`src/rtl/mit_pkg.sv`:
```
package mit_pkg;
  typedef enum logic {
    MEAS_WAIT_LOW = 1'b0,
    MEAS_ARMED    = 1'b1
  } meas_state_e;
endpackage

```
`src/rtl/mit_prescaler.sv`:
```
module mit_prescaler #(
  parameter int PRE_W = 7
) (
  input  logic clk,
  input  logic rst_n,
  output logic tick_o
);
  localparam logic [PRE_W-1:0] LAST = {PRE_W{1'b1}};

  logic [PRE_W-1:0] pre_q;

  always_ff @(posedge clk) begin
    if (!rst_n) pre_q <= '0;
    else        pre_q <= pre_q + PRE_W'(1);
  end

  // one cycle out of 2^PRE_W, on the wrap to zero
  assign tick_o = (pre_q == LAST);
endmodule

```
`src/rtl/mit_src_select.sv`:
```
module mit_src_select #(
  parameter int NSRC  = 4,
  parameter int SEL_W = $clog2(NSRC)
) (
  input  logic             clk,
  input  logic             rst_n,
  input  logic [NSRC-1:0]  sig_in,
  input  logic [SEL_W-1:0] sel,
  output logic             sig_sel_o,
  output logic             sel_chg_o,
  output logic             fall_o
);
  logic [NSRC-1:0]  pick;
  logic [SEL_W-1:0] sel_q;
  logic             sig_prev;

  // AND-OR multiplexer, one leg per source
  for (genvar g = 0; g < NSRC; g++) begin : g_leg
    assign pick[g] = sig_in[g] & (sel == SEL_W'(g));
  end

  assign sig_sel_o = |pick;

  always_ff @(posedge clk) begin
    if (!rst_n) begin
      sel_q    <= '0;
      sig_prev <= 1'b0;
    end else begin
      sel_q    <= sel;
      sig_prev <= sig_sel_o;
    end
  end

  assign sel_chg_o = (sel != sel_q);
  assign fall_o    = sig_prev & ~sig_sel_o & ~sel_chg_o;
endmodule

```
`src/rtl/mit_meas_ctrl.sv`:
```
module mit_meas_ctrl
  import mit_pkg::*;
#(
  parameter int CNT_W = 16
) (
  input  logic             clk,
  input  logic             rst_n,
  input  logic             tick_i,
  input  logic             sig_sel_i,
  input  logic             sel_chg_i,
  input  logic             fall_i,
  output logic [CNT_W-1:0] cnt_o,
  output logic             discard_o,
  output logic [CNT_W-1:0] count_out,
  output logic             done
);
  meas_state_e      state_q;
  logic [CNT_W-1:0] cnt_q;

  function automatic logic [CNT_W-1:0] sat_inc(input logic [CNT_W-1:0] v);
    return (v == {CNT_W{1'b1}}) ? v : v + CNT_W'(1);
  endfunction

  always_ff @(posedge clk) begin
    if (!rst_n) begin
      state_q   <= MEAS_WAIT_LOW;
      cnt_q     <= '0;
      count_out <= '0;
      done      <= 1'b0;
    end else begin
      done <= 1'b0;
      if (sel_chg_i) begin
        state_q <= MEAS_WAIT_LOW;
        cnt_q   <= '0;
      end else if (state_q == MEAS_WAIT_LOW) begin
        cnt_q <= '0;
        if (!sig_sel_i) state_q <= MEAS_ARMED;
      end else if (fall_i) begin
        count_out <= cnt_q;
        done      <= 1'b1;
        cnt_q     <= '0;
      end else if (sig_sel_i && tick_i) begin
        cnt_q <= sat_inc(cnt_q);
      end
    end
  end

  assign cnt_o     = cnt_q;
  assign discard_o = (state_q == MEAS_WAIT_LOW);
endmodule

```
`src/rtl/mit_interval_timer.sv`:
```
module mit_interval_timer #(
  parameter int NSRC  = 4,
  parameter int PRE_W = 7,
  parameter int CNT_W = 16,
  localparam int SEL_W = $clog2(NSRC)
) (
  input  logic             clk,
  input  logic             rst_n,
  input  logic [NSRC-1:0]  sig_in,
  input  logic [SEL_W-1:0] sel,
  output logic [CNT_W-1:0] count_out,
  output logic             done
);
  // named internal events, observed by the bound checker
  logic             tick_w;
  logic             sig_sel_w;
  logic             sel_chg_w;
  logic             fall_w;
  logic             discard_w;
  logic [CNT_W-1:0] cnt_w;

  mit_prescaler #(.PRE_W(PRE_W)) i_pre (
    .clk    (clk),
    .rst_n  (rst_n),
    .tick_o (tick_w)
  );

  mit_src_select #(.NSRC(NSRC), .SEL_W(SEL_W)) i_sel (
    .clk       (clk),
    .rst_n     (rst_n),
    .sig_in    (sig_in),
    .sel       (sel),
    .sig_sel_o (sig_sel_w),
    .sel_chg_o (sel_chg_w),
    .fall_o    (fall_w)
  );

  mit_meas_ctrl #(.CNT_W(CNT_W)) i_ctl (
    .clk       (clk),
    .rst_n     (rst_n),
    .tick_i    (tick_w),
    .sig_sel_i (sig_sel_w),
    .sel_chg_i (sel_chg_w),
    .fall_i    (fall_w),
    .cnt_o     (cnt_w),
    .discard_o (discard_w),
    .count_out (count_out),
    .done      (done)
  );
endmodule

```
`config.mk`:
```
export PLATFORM = sky130hd
export DESIGN_NAME = mit_interval_timer
export DESIGN_NICKNAME = d
export VERILOG_FILES = /design/src/rtl/mit_pkg.sv /design/src/rtl/mit_prescaler.sv /design/src/rtl/mit_src_select.sv /design/src/rtl/mit_meas_ctrl.sv /design/src/rtl/mit_interval_timer.sv
export SDC_FILE = /design/constraint.sdc
export NUM_CORES = 1
export LEC_CHECK = 0
export BUFFER_PORTS_ARGS = -buffer_cell sky130_fd_sc_hd__buf_2
export CAP_MARGIN = 25
export CORE_MARGIN = 3
export CORE_UTILIZATION = 44
export CTS_CLUSTER_DIAMETER = 200
export DETAILED_ROUTE_END_ITERATION = 12
export GPL_TIMING_DRIVEN = 0
export HOLD_SLACK_MARGIN = 0.12
export PLACE_DENSITY = 0.6
export SLEW_MARGIN = 20
export SYNTH_ARGS = -nofsm -noshare
export SYNTH_HDL_FRONTEND = slang
export SYNTH_SLANG_ARGS = --single-unit
```
`constraint.sdc`:
```
create_clock -name clk -period 3.3 [get_ports clk]
set_input_delay 0.165 -clock clk [delete_from_list [all_inputs] [get_ports clk]]
set_output_delay 0.165 -clock clk [all_outputs]
set_load 0.01 [all_outputs]
```
==> impl_results.md, run 1 <==
* Status: complete, no violations
* Clock root cell: clkbuf_8
* Worst-Margin Slew at 0.931 ns
* Clock buffer count from CTS at 5
* H-tree levels at 2
* Rows at 23
* Post-synth EDFFs at 0
* Max frequency at 403 MHz
* # port buffers at 23
* List of most frequent post-synthesis cells: dfxtp_1, mux2i_1, nor2b_1
* Final hold violations at 0
* Worst Path Arrival at 2.71 ns
* Die span in x at 73.1 um
* Vias at 1611
* Hold path start: sel[0]
* Final ANT Viol Nets at 0
* RR Endpoint: i_ctl.cnt_o[6]
* Largest net degree at the start of global routing at 13
* Setup TNS at 0 ns
* Cell taking the most area after synthesis: dfxtp_1
* Critical R2R Launch: i_ctl.cnt_o[1]
* DRT Pass-1 Iters at 4
* Leakage at 0.728 nW
* Synth Flop Type: dfxtp_1
* Cells along the critical path: ha_1 -> nand4_1 -> nor4_2 -> clkbuf_1 -> o31ai_1 -> a21oi_1
* Number of hold buffers added after cts at 1
* Final #Nets at 243
* Num ports at 25
* Crit. End Element: flip-flop
* Initial Utilization at 0.474
* Vias per inst at 5.69
* Die ar. at 5340 um^2
* Max Slew Vio Count at 0
* Ant diodes at 0
* Total Wirelength at 4.12 mm
* Crit path max-delay cell type: nor4_2
* DP HPWL at 2.97 mm
* Core footprint at 4170 um^2
* RSZ-0062 raised after global routing: no
* Starting DRT DRC Count at 95
* Synth Instances at 202
* Mapped Avg Cell Area at 9.79 um^2
* CTS tree: yes
* Syn_nets at 212
* Final core utilization at 0.538
* # DRC at 0
* PD cells at 397 nW/um^2
* Layout cells sized above 1 at 0.163
* Synth cell types at 34
* CP required at 3.53 ns
* Worst Path Max Fanout at 10
* Peak supply drop at 331 uV
* Final setup viols at 0
* Max clock buf depth at 2
* Vias in the first global route at 1520
* Layout Area Growth over Synthesis at 13.4%
* Die H at 73.1 um
* Global-route wire length before repair at 6.76 mm
* Worst Setup Path Type: flip-flop to flip-flop
* Critical path's top delay family: simple AND/OR/NAND/NOR gates
* Sinks on the clock net at 44
* Sequential-to-total area share from yosys stat at 0.445
* Most frequent cell after synthesis: dfxtp_1
* Synth warnings at 0
* Min-Delay Path Depth at 2
* FFs w/ async S/R, synth at 0
* # Post-CTS Setup Buffers at 0
* Grt total ovfl at 0
* Min cycle time layout at 2.48 ns
* Clock Skew at 0.00600 ns
* Ranking of synthesized cells by area: dfxtp_1, mux2i_1, nor2b_1
* Reg clk slew, reported paths at 0.08 ns
* GPL Wtd Cong at 0.849
* Post-Syn Area at 1980 um^2
* Tcrit/Tclk final at 0.752
* GRT Total Usage at 0.166
* Worst reg-to-reg setup slack at 0.82 ns
* WL per Instance at 14.5 um
* WHS Endpoint: i_sel.sel_q[0]
* Slew HR at 0.375
* Crit path buffers/inverters at 1
* Synth top area share at 0.445
* Worst skew pair latency at 0.30 ns
* Critical Path Source Type: flip-flop
* Resized Gates After CTS at 0
* Synth Register Bits at 44
* R2r worst-path depth at 6
* CP peak stage delay at 0.73 ns
* WHS at 0.143 ns
* Max-Cap Viols at 0
* Hold crit path type: input port to flip-flop
* Initial antenna violation count at 0
[worst reg2reg max path: cells and delay by family (launching register included)]
kind / cells / cell delay (ns)
AOI/OAI and AO/OA: 2 / 0.28
and+or+nand+nor: 2 / 0.95
DFF: 1 / 0.41
adders and majority gates: 1 / 0.31
buffers and inverters: 1 / 0.46
[worst max-delay path by stage]
stage	from	end	cells after the start
5_1_grt	i_ctl.cnt_o[0]	i_ctl.cnt_o[1]	6
4_1_cts	i_ctl.cnt_o[1]	i_ctl.cnt_o[1]	6
6_report	i_ctl.cnt_o[1]	i_ctl.cnt_o[6]	6
3_3_place_gp	i_ctl.cnt_o[0]	i_ctl.cnt_o[1]	6
3_5_place_dp	i_ctl.cnt_o[1]	i_ctl.cnt_o[1]	6
2_1_floorplan	i_ctl.cnt_o[0]	i_ctl.cnt_o[1]	6
[kinds of logic after synthesis]
kind of cell               after synthesis  synth area share
and+or+nand+nor                         87             0.280
DFF                                     44             0.445
AOI/OAI and AO/OA                       30            0.0974
muxes                                   20             0.108
buffers and inverters                   13            0.0304
xor gates and xnor gates                 6            0.0266
adders and majority gates                2            0.0126
[where the power goes]
part,internal [mW],switching (mW)
registers,0.537,0.00366
logic,0.0170,0.0206
clock network,0.144,0.169
total,0.697,0.194
[layer usage]
metal	routed length, um	global-route usage	share of wire	up-vias
li1	-	-	-	812
met3	218	0.0386	0.053	8
met5	0	0	0	-
met2	1970	0.276	0.48	44
met1	1840	0.199	0.45	747
met4	90	0.0820	0.022	0
[cells in the final DEF, fill, tap and decap left out, drive strengths merged, types with 4 or more instances in the layout]
cell,n
dfxtp,44
buf,27
mux2i,19
nor2b,18
a21oi,12
clkbuf,12
nand3,11
and2,10
o31ai,10
or4,10
nand4,9
nand2,8
nor4,5
and3,4
[through the flow]
stage                     instance area, um^2  std cells  worst slack, ns  power, mW
after floorplan                          1980        202             1.42      0.578
after global placement                   2160        275            0.932      0.587
after detailed placement                 2160        275            0.876      0.590
after CTS                                2240        283            0.849      0.902
after global routing                     2240        283            0.537      0.924
final                                    2240        283            0.818      0.891
[flip-flops by register name, summed over array words and instances (netlist names)]
signal and cells:
i_ctl.cnt_o 16, i_ctl.count_out 16, i_ctl.done 1, i_ctl.state_q 1, i_pre.pre_q 7, i_sel.sel_q 2
i_sel.sig_prev 1
[layout make-up]
cell class	instances	area [um^2]
fillers	405	1930
multi-input cells	145	1040
flip-flops and latches	44	881
repair buffers	24	125
clock buffers	6	72.6
well taps	50	62.6
plain buffers	10	48.8
inverters	3	11.3
clock inverters	1	5.00
Note: power is estimated with default switching activity, not from simulation.
==> inputs of run 2 (changes only) <==
--- a/config.mk
+++ b/config.mk
@@ -13,7 +13,7 @@
 export DETAILED_ROUTE_END_ITERATION = 12
 export GPL_TIMING_DRIVEN = 0
 export HOLD_SLACK_MARGIN = 0.12
-export PLACE_DENSITY = 0.6
+export PLACE_DENSITY = 0.63
 export SLEW_MARGIN = 20
 export SYNTH_ARGS = -nofsm -noshare
 export SYNTH_HDL_FRONTEND = slang
==> constraint.sdc (replaced) <==
create_clock -name clk -period 2.05 [get_ports clk]
set_input_delay 0.1025 -clock clk [delete_from_list [all_inputs] [get_ports clk]]
set_output_delay 0.1025 -clock clk [all_outputs]
set_load 0.01 [all_outputs]
==> impl_results.md, run 2 (synthesized netlist as in run 1, its figures left out) <==
* Status: complete, no violations (unchanged)
* Global-route wire length before repair at 6.65 mm (was 6.76 mm)
* Worst-Margin Slew at 0.643 ns (was 0.931 ns)
* Die ar. at 5340 um^2 (unchanged)
* Final hold violations at 0 (unchanged)
* Final setup viols at 0 (unchanged)
* PD cells at 630 nW/um^2 (was 397 nW/um^2)
* Critical Path Source Type: flip-flop (unchanged)
* Sinks on the clock net at 44 (unchanged)
* DP HPWL at 2.78 mm (was 2.97 mm)
* Crit. End Element: flip-flop (unchanged)
* Initial Utilization at 0.474 (unchanged)
* Max clock buf depth at 2 (unchanged)
* Ant diodes at 0 (unchanged)
* Power, Total at 1.45 mW (was 891 uW)
* CP peak stage delay at 0.40 ns (was 0.73 ns)
* # DRC at 0 (unchanged)
* Crit path max-delay cell type: dfxtp_1 (was nor4_2)
* Vias per inst at 5.44 (was 5.69)
* Die H at 73.1 um (unchanged)
* Crit path buffers/inverters at 1 (unchanged)
* Core footprint at 4170 um^2 (unchanged)
* H-tree levels at 2 (unchanged)
* GRT Total Usage at 0.159 (was 0.166)
* Tcrit/Tclk final at 0.920 (was 0.752)
* Largest net degree at the start of global routing at 13 (unchanged)
* Most frequent cells in the layout: dfxtp_1, buf_2, mux2i_1 (unchanged)
* Cells along the critical path: ha_1 -> nand4_1 -> nor4_4 -> clkbuf_4 -> o2111ai_1 -> o31ai_1 (was ha_1 -> nand4_1 -> nor4_2 -> clkbuf_1 -> o31ai_1 -> a21oi_1)
* Grt total ovfl at 0 (unchanged)
* WL per Instance at 13.8 um (was 14.5 um)
* Clock Skew at 0.00592 ns (was 0.00600 ns)
* Post-Layout Cell Count at 288 (was 283)
* Peak supply drop at 567 uV (was 331 uV)
* Worst Path Arrival at 2.10 ns (was 2.71 ns)
* Critical path's top delay family: simple AND/OR/NAND/NOR gates (unchanged)
* Setup WS pre-CTS at -0.343 ns (was 0.876 ns)
* CP Launch Point: i_ctl.cnt_o[0] (was i_ctl.cnt_o[1])
* Placed Instances at 275 (unchanged)
* Clock buffer count from CTS at 5 (unchanged)
* Leakage at 0.774 nW (was 0.728 nW)
* Min setup slack post-route at 0.165 ns (was 0.818 ns)
* Max frequency at 530 MHz (was 403 MHz)
* Clock root cell: clkbuf_8 (unchanged)
* Worst Setup Path Type: flip-flop to flip-flop (unchanged)
* Critical Path Sink: i_ctl.cnt_o[1] (was i_ctl.cnt_o[6])
* GPL Wtd Cong at 0.849 (about the same)
* Worst reg-to-reg setup slack at 0.16 ns (was 0.82 ns)
* Initial antenna violation count at 0 (unchanged)
* WHS at 0.199 ns (was 0.143 ns)
* Starting DRT DRC Count at 72 (was 95)
* R2r worst-path depth at 6 (unchanged)
* Num ports at 25 (unchanged)
* Hold crit path type: input port to flip-flop (unchanged)
* CTS tree: yes (unchanged)
* Critical R2R Launch: i_ctl.cnt_o[0] (was i_ctl.cnt_o[1])
* RR Endpoint: i_ctl.cnt_o[1] (was i_ctl.cnt_o[6])
* Die span in x at 73.1 um (unchanged)
* Vias in the first global route at 1421 (was 1520)
* Worst skew pair latency at 0.30 ns (about the same)
* Layout Area Growth over Synthesis at 16.3% (was 13.4%)
* Setup TNS at 0 ns (unchanged)
* Min cycle time layout at 1.89 ns (was 2.48 ns)
* # port buffers at 23 (unchanged)
* Commonest non-fill, non-tap cell in the layout: dfxtp_1 (unchanged)
* Final ANT Viol Nets at 0 (unchanged)
* Max-Cap Viols at 0 (unchanged)
* Layout cells sized above 1 at 0.181 (was 0.163)
* Rows at 23 (unchanged)
* Max Slew Vio Count at 0 (unchanged)
* Reg clk slew, reported paths at 0.08 ns (about the same)
* Levels on crit path at 6 (unchanged)
* Total Wirelength at 3.97 mm (was 4.12 mm)
* DRT Pass-1 Iters at 4 (unchanged)
* Final #Nets at 248 (was 243)
* Vias at 1566 (was 1611)
* CP required at 2.27 ns (was 3.53 ns)
* Worst Path Max Fanout at 10 (unchanged)
* Slew HR at 0.568 (was 0.375)
-- run 2: area by class of cell --
cell class	instances	area (um^2)
multi-input combinational	145	1050
fill	375	1870
tap	50	62.6
clock buffer	6	72.6
sequential	44	881
timing repair buffer	29	163
buffer	10	52.6
clock inverter	1	5.00
inverter	3	11.3
-- run 2: how the worst min path moves through the flow --
stage          slack (ns)    from                 end  cells after the start
2_1_floorplan        0.22  sel[0]      i_sel.sel_q[0]                      1
3_3_place_gp         0.35  sel[1]      i_sel.sel_q[1]                      2
3_5_place_dp         0.36  sel[1]      i_sel.sel_q[1]                      2
4_1_cts              0.22   rst_n  i_ctl.count_out[1]                      2
5_1_grt              0.25   rst_n      i_pre.pre_q[5]                      2
6_report             0.20   rst_n  i_ctl.count_out[1]                      2
-- run 2: report_power, final --
part / switching (mW) / internal (mW)
combinational: 0.0333 / 0.0287
clock: 0.286 / 0.232
sequential: 0.00574 / 0.864
-- run 2: metrics by stage --
step / util / cell area, um^2
floorplan: - / 1980
global placement: 0.517 / 2160
detailed placement: 0.517 / 2160
CTS: 0.542 / 2260
global route: 0.551 / 2300
finish: 0.551 / 2300
-- run 2: what timing repair did --
| action | in CTS | in global routing |
|---|---|---|
| endpoints found under the hold margin | 2 | 0 |
| hold buffers | 2 | 0 |
| setup buffers | 0 | 3 |
| pin swaps | 1 | 1 |
| endpoints found under the setup margin | 9 | 10 |
| gates resized for setup | 2 | 3 |
-- run 2: metal layers --
metal  part of all wire  routed length (um)  GRT usage  up-vias
met2               0.43                1710      0.234       36
met3              0.059                 235     0.0386        7
met4              0.013                  50     0.0574        0
met1               0.50                1970      0.223      697
met5                  0                   0          0        -
li1                   -                   -          -      826
==> inputs of run 3 (changes only) <==
--- a/config.mk
+++ b/config.mk
@@ -11,7 +11,6 @@
 export CORE_UTILIZATION = 44
 export CTS_CLUSTER_DIAMETER = 200
 export DETAILED_ROUTE_END_ITERATION = 12
-export GPL_TIMING_DRIVEN = 0
 export HOLD_SLACK_MARGIN = 0.12
 export PLACE_DENSITY = 0.63
 export SLEW_MARGIN = 20
==> impl_results.md, run 3 (synthesized netlist as in run 1, its figures left out) <==
* Final setup viols at 0 (unchanged)
* Worst reg-to-reg setup slack at 0.22 ns (was 0.16 ns)
* Initial Utilization at 0.474 (unchanged)
* Worst Setup Path Type: input port to flip-flop (was flip-flop to flip-flop)
* Gate power share at 0.042 (was 0.043)
* Final hold violations at 0 (unchanged)
* CP Launch Point: sel[1] (was i_ctl.cnt_o[0])
* Final core utilization at 0.556 (was 0.551)
* Post-placement cell area at 2180 um^2 (was 2160 um^2)
* WHS at 0.396 ns (was 0.199 ns)
* Core footprint at 4170 um^2 (unchanged)
* # port buffers at 24 (was 23)
* Starting DRT DRC Count at 111 (was 72)
* M1 WL at 1.90 mm (was 1.97 mm)
* Crit path max-delay cell type: or4_1 (was dfxtp_1)
* Status: complete, no violations (unchanged)
* Hold crit path type: input port to flip-flop (unchanged)
* Global-route wire length before repair at 6.78 mm (was 6.65 mm)
* RSZ-0062 raised after global routing: no
* Hold path start: sel[0] (was rst_n)
* Critical Path Source Type: input port (was flip-flop)
* Cell area after layout at 2320 um^2 (was 2300 um^2)
* Critical R2R Launch: i_pre.pre_q[0] (was i_ctl.cnt_o[0])
* Min-Delay Path Depth at 3 (was 2)
* Largest net degree at the start of global routing at 28 (was 13)
* # Post-CTS Setup Buffers at 0 (unchanged)
* Vias at 1621 (was 1566)
* CP required at 2.27 ns (about the same)
* Post-Layout Cell Count at 284 (was 288)
* Ant diodes at 0 (unchanged)
* Final #Nets at 244 (was 248)
* Final ANT Viol Nets at 0 (unchanged)
* Placed Instances at 274 (was 275)
* Worst skew pair latency at 0.30 ns (about the same)
* Net Sw Frac at 0.210 (was 0.224)
* Setup TNS at 0 ns (unchanged)
* Layout cells sized above 1 at 0.188 (was 0.181)
* Crit path buffers/inverters at 2 (was 1)
* Die ar. at 5340 um^2 (unchanged)
* Switching Power at 318 uW (was 325 uW)
* # DRC at 0 (unchanged)
* Worst Path Arrival at 2.09 ns (was 2.10 ns)
* GPL Wtd Cong at 0.803 (was 0.849)
* DR WL met2 at 1.89 mm (was 1.71 mm)
* Total Wirelength at 3.99 mm (was 3.97 mm)
* Most frequent cells in the layout: dfxtp_1, buf_2, mux2i_1 (unchanged)
* Clock Skew at 0.00398 ns (was 0.00592 ns)
* Clock root cell: clkbuf_8 (unchanged)
* Reg clk slew, reported paths at 0.08 ns (about the same)
* Fillers at 375 (unchanged)
* DP HPWL at 2.85 mm (was 2.78 mm)
* Rows at 23 (unchanged)
* Die H at 73.1 um (unchanged)
* Die span in x at 73.1 um (unchanged)
* Layout Area Growth over Synthesis at 17.2% (was 16.3%)
* DR top layer: met4 (unchanged)
* Commonest non-fill, non-tap cell in the layout: dfxtp_1 (unchanged)
* Max Slew Vio Count at 0 (unchanged)
* Power, Total at 1.51 mW (was 1.45 mW)
* Critical path's top delay family: simple AND/OR/NAND/NOR gates (unchanged)
* Num ports at 25 (unchanged)
* Grt total ovfl at 0 (unchanged)
* WL met3 at 155 um (was 235 um)
* CTS tree: yes (unchanged)
* DRT Pass-1 Iters at 4 (unchanged)
* H-tree levels at 2 (unchanged)
* Max-Cap Viols at 0 (unchanged)
* RR Endpoint: i_ctl.cnt_o[4] (was i_ctl.cnt_o[1])
* GRT Total Usage at 0.162 (was 0.159)
* Worst-Margin Slew at 0.494 ns (was 0.643 ns)
* CP peak stage delay at 0.58 ns (was 0.40 ns)
* Leakage at 0.772 nW (was 0.774 nW)
* Min setup slack post-route at 0.187 ns (was 0.165 ns)
* Sequential power share at 0.575 (was 0.600)
* WL per Instance at 14.1 um (was 13.8 um)
* Vias in the first global route at 1499 (was 1421)
* Worst Path Max Fanout at 25 (was 10)
* Clock power share at 0.383 (was 0.358)
* WHS Endpoint: i_ctl.state_q (was i_ctl.count_out[1])
* Internal Power at 1.19 mW (was 1.12 mW)
* PD cells at 652 nW/um^2 (was 630 nW/um^2)
* Vias per inst at 5.71 (was 5.44)
* Setup WS pre-CTS at 0.109 ns (was -0.343 ns)
* Clock buffer count from CTS at 5 (unchanged)
* R2r worst-path depth at 5 (was 6)
* Crit. End Element: flip-flop (unchanged)
* Slew HR at 0.668 (was 0.568)
* Min cycle time layout at 1.86 ns (was 1.89 ns)
* Initial antenna violation count at 0 (unchanged)
* Sinks on the clock net at 44 (unchanged)
* Cells along the critical path: dlygate4sd3_1 -> buf_2 -> mux4_2 -> nand3_4 -> or4_1 -> a21oi_1 (was ha_1 -> nand4_1 -> nor4_4 -> clkbuf_4 -> o2111ai_1 -> o31ai_1)
* Peak supply drop at 340 uV (was 567 uV)
* Max clock buf depth at 2 (unchanged)
* Tcrit/Tclk final at 0.909 (was 0.920)
* Max frequency at 537 MHz (was 530 MHz)
run 3: cell count changes in the layout (fill, tap and decap cells not counted), moves of 2 or more:
cell | before | now
buf_4 | 3 | 7
buf_2 | 26 | 24
clkbuf_8 | 5 | 7
clkbuf_1 | 6 | 0
run 3: final cells by class:
| cell class | instances | area, um^2 | share of cell area |
|---|---|---|---|
| Clock buffer | 7 | 96.3 | 0.0416 |
| Inverter | 3 | 11.3 | 0.00486 |
| Multi-Input combinational cell | 145 | 1040 | 0.451 |
| Sequential cell | 44 | 881 | 0.380 |
| Tap cell | 50 | 62.6 | 0.0270 |
| Timing Repair Buffer | 35 | 223 | 0.0961 |
run 3: worst max path at each step:
stage,slack (ns),depth (start not counted),end
after floorplan,0.17,6,i_ctl.cnt_o[1]
after global placement,0.20,5,i_ctl.cnt_o[4]
after detailed placement,0.11,5,i_ctl.cnt_o[4]
after CTS,0.02,6,i_ctl.cnt_o[4]
after global routing,0.06,6,i_ctl.cnt_o[15]
final,0.19,6,i_ctl.cnt_o[4]
run 3: repair_timing:
| item | CTS | global route |
|---|---|---|
| endpoints found under the hold margin | 3 | 0 |
| hold buffers | 3 | 0 |
| resized for setup | 0 | 1 |
| endpoints found under the setup margin | 0 | 12 |
run 3: layer usage:
metal,global-route usage,vias to the layer above
met5,0,-
met4,0.0492,0
met3,0.0455,7
met2,0.257,31
met1,0.213,765
li1,-,818
run 3: tightest hold or removal path: cells and delay by family:
family / cells / cell delay [ns]
xor gates and xnor gates: 1 / 0.14
buffers and inverters: 1 / 0.12
and+or+nand+nor: 1 / 0.27
run 3: power by group through the flow:
stage	logic, mW	registers, mW	clock network, mW
after floorplan	0.0424	0.888	0
after global placement	0.0566	0.889	0
after detailed placement	0.0601	0.889	0
after CTS	0.0646	0.869	0.602
after global routing	0.0712	0.870	0.626
final	0.0641	0.869	0.579
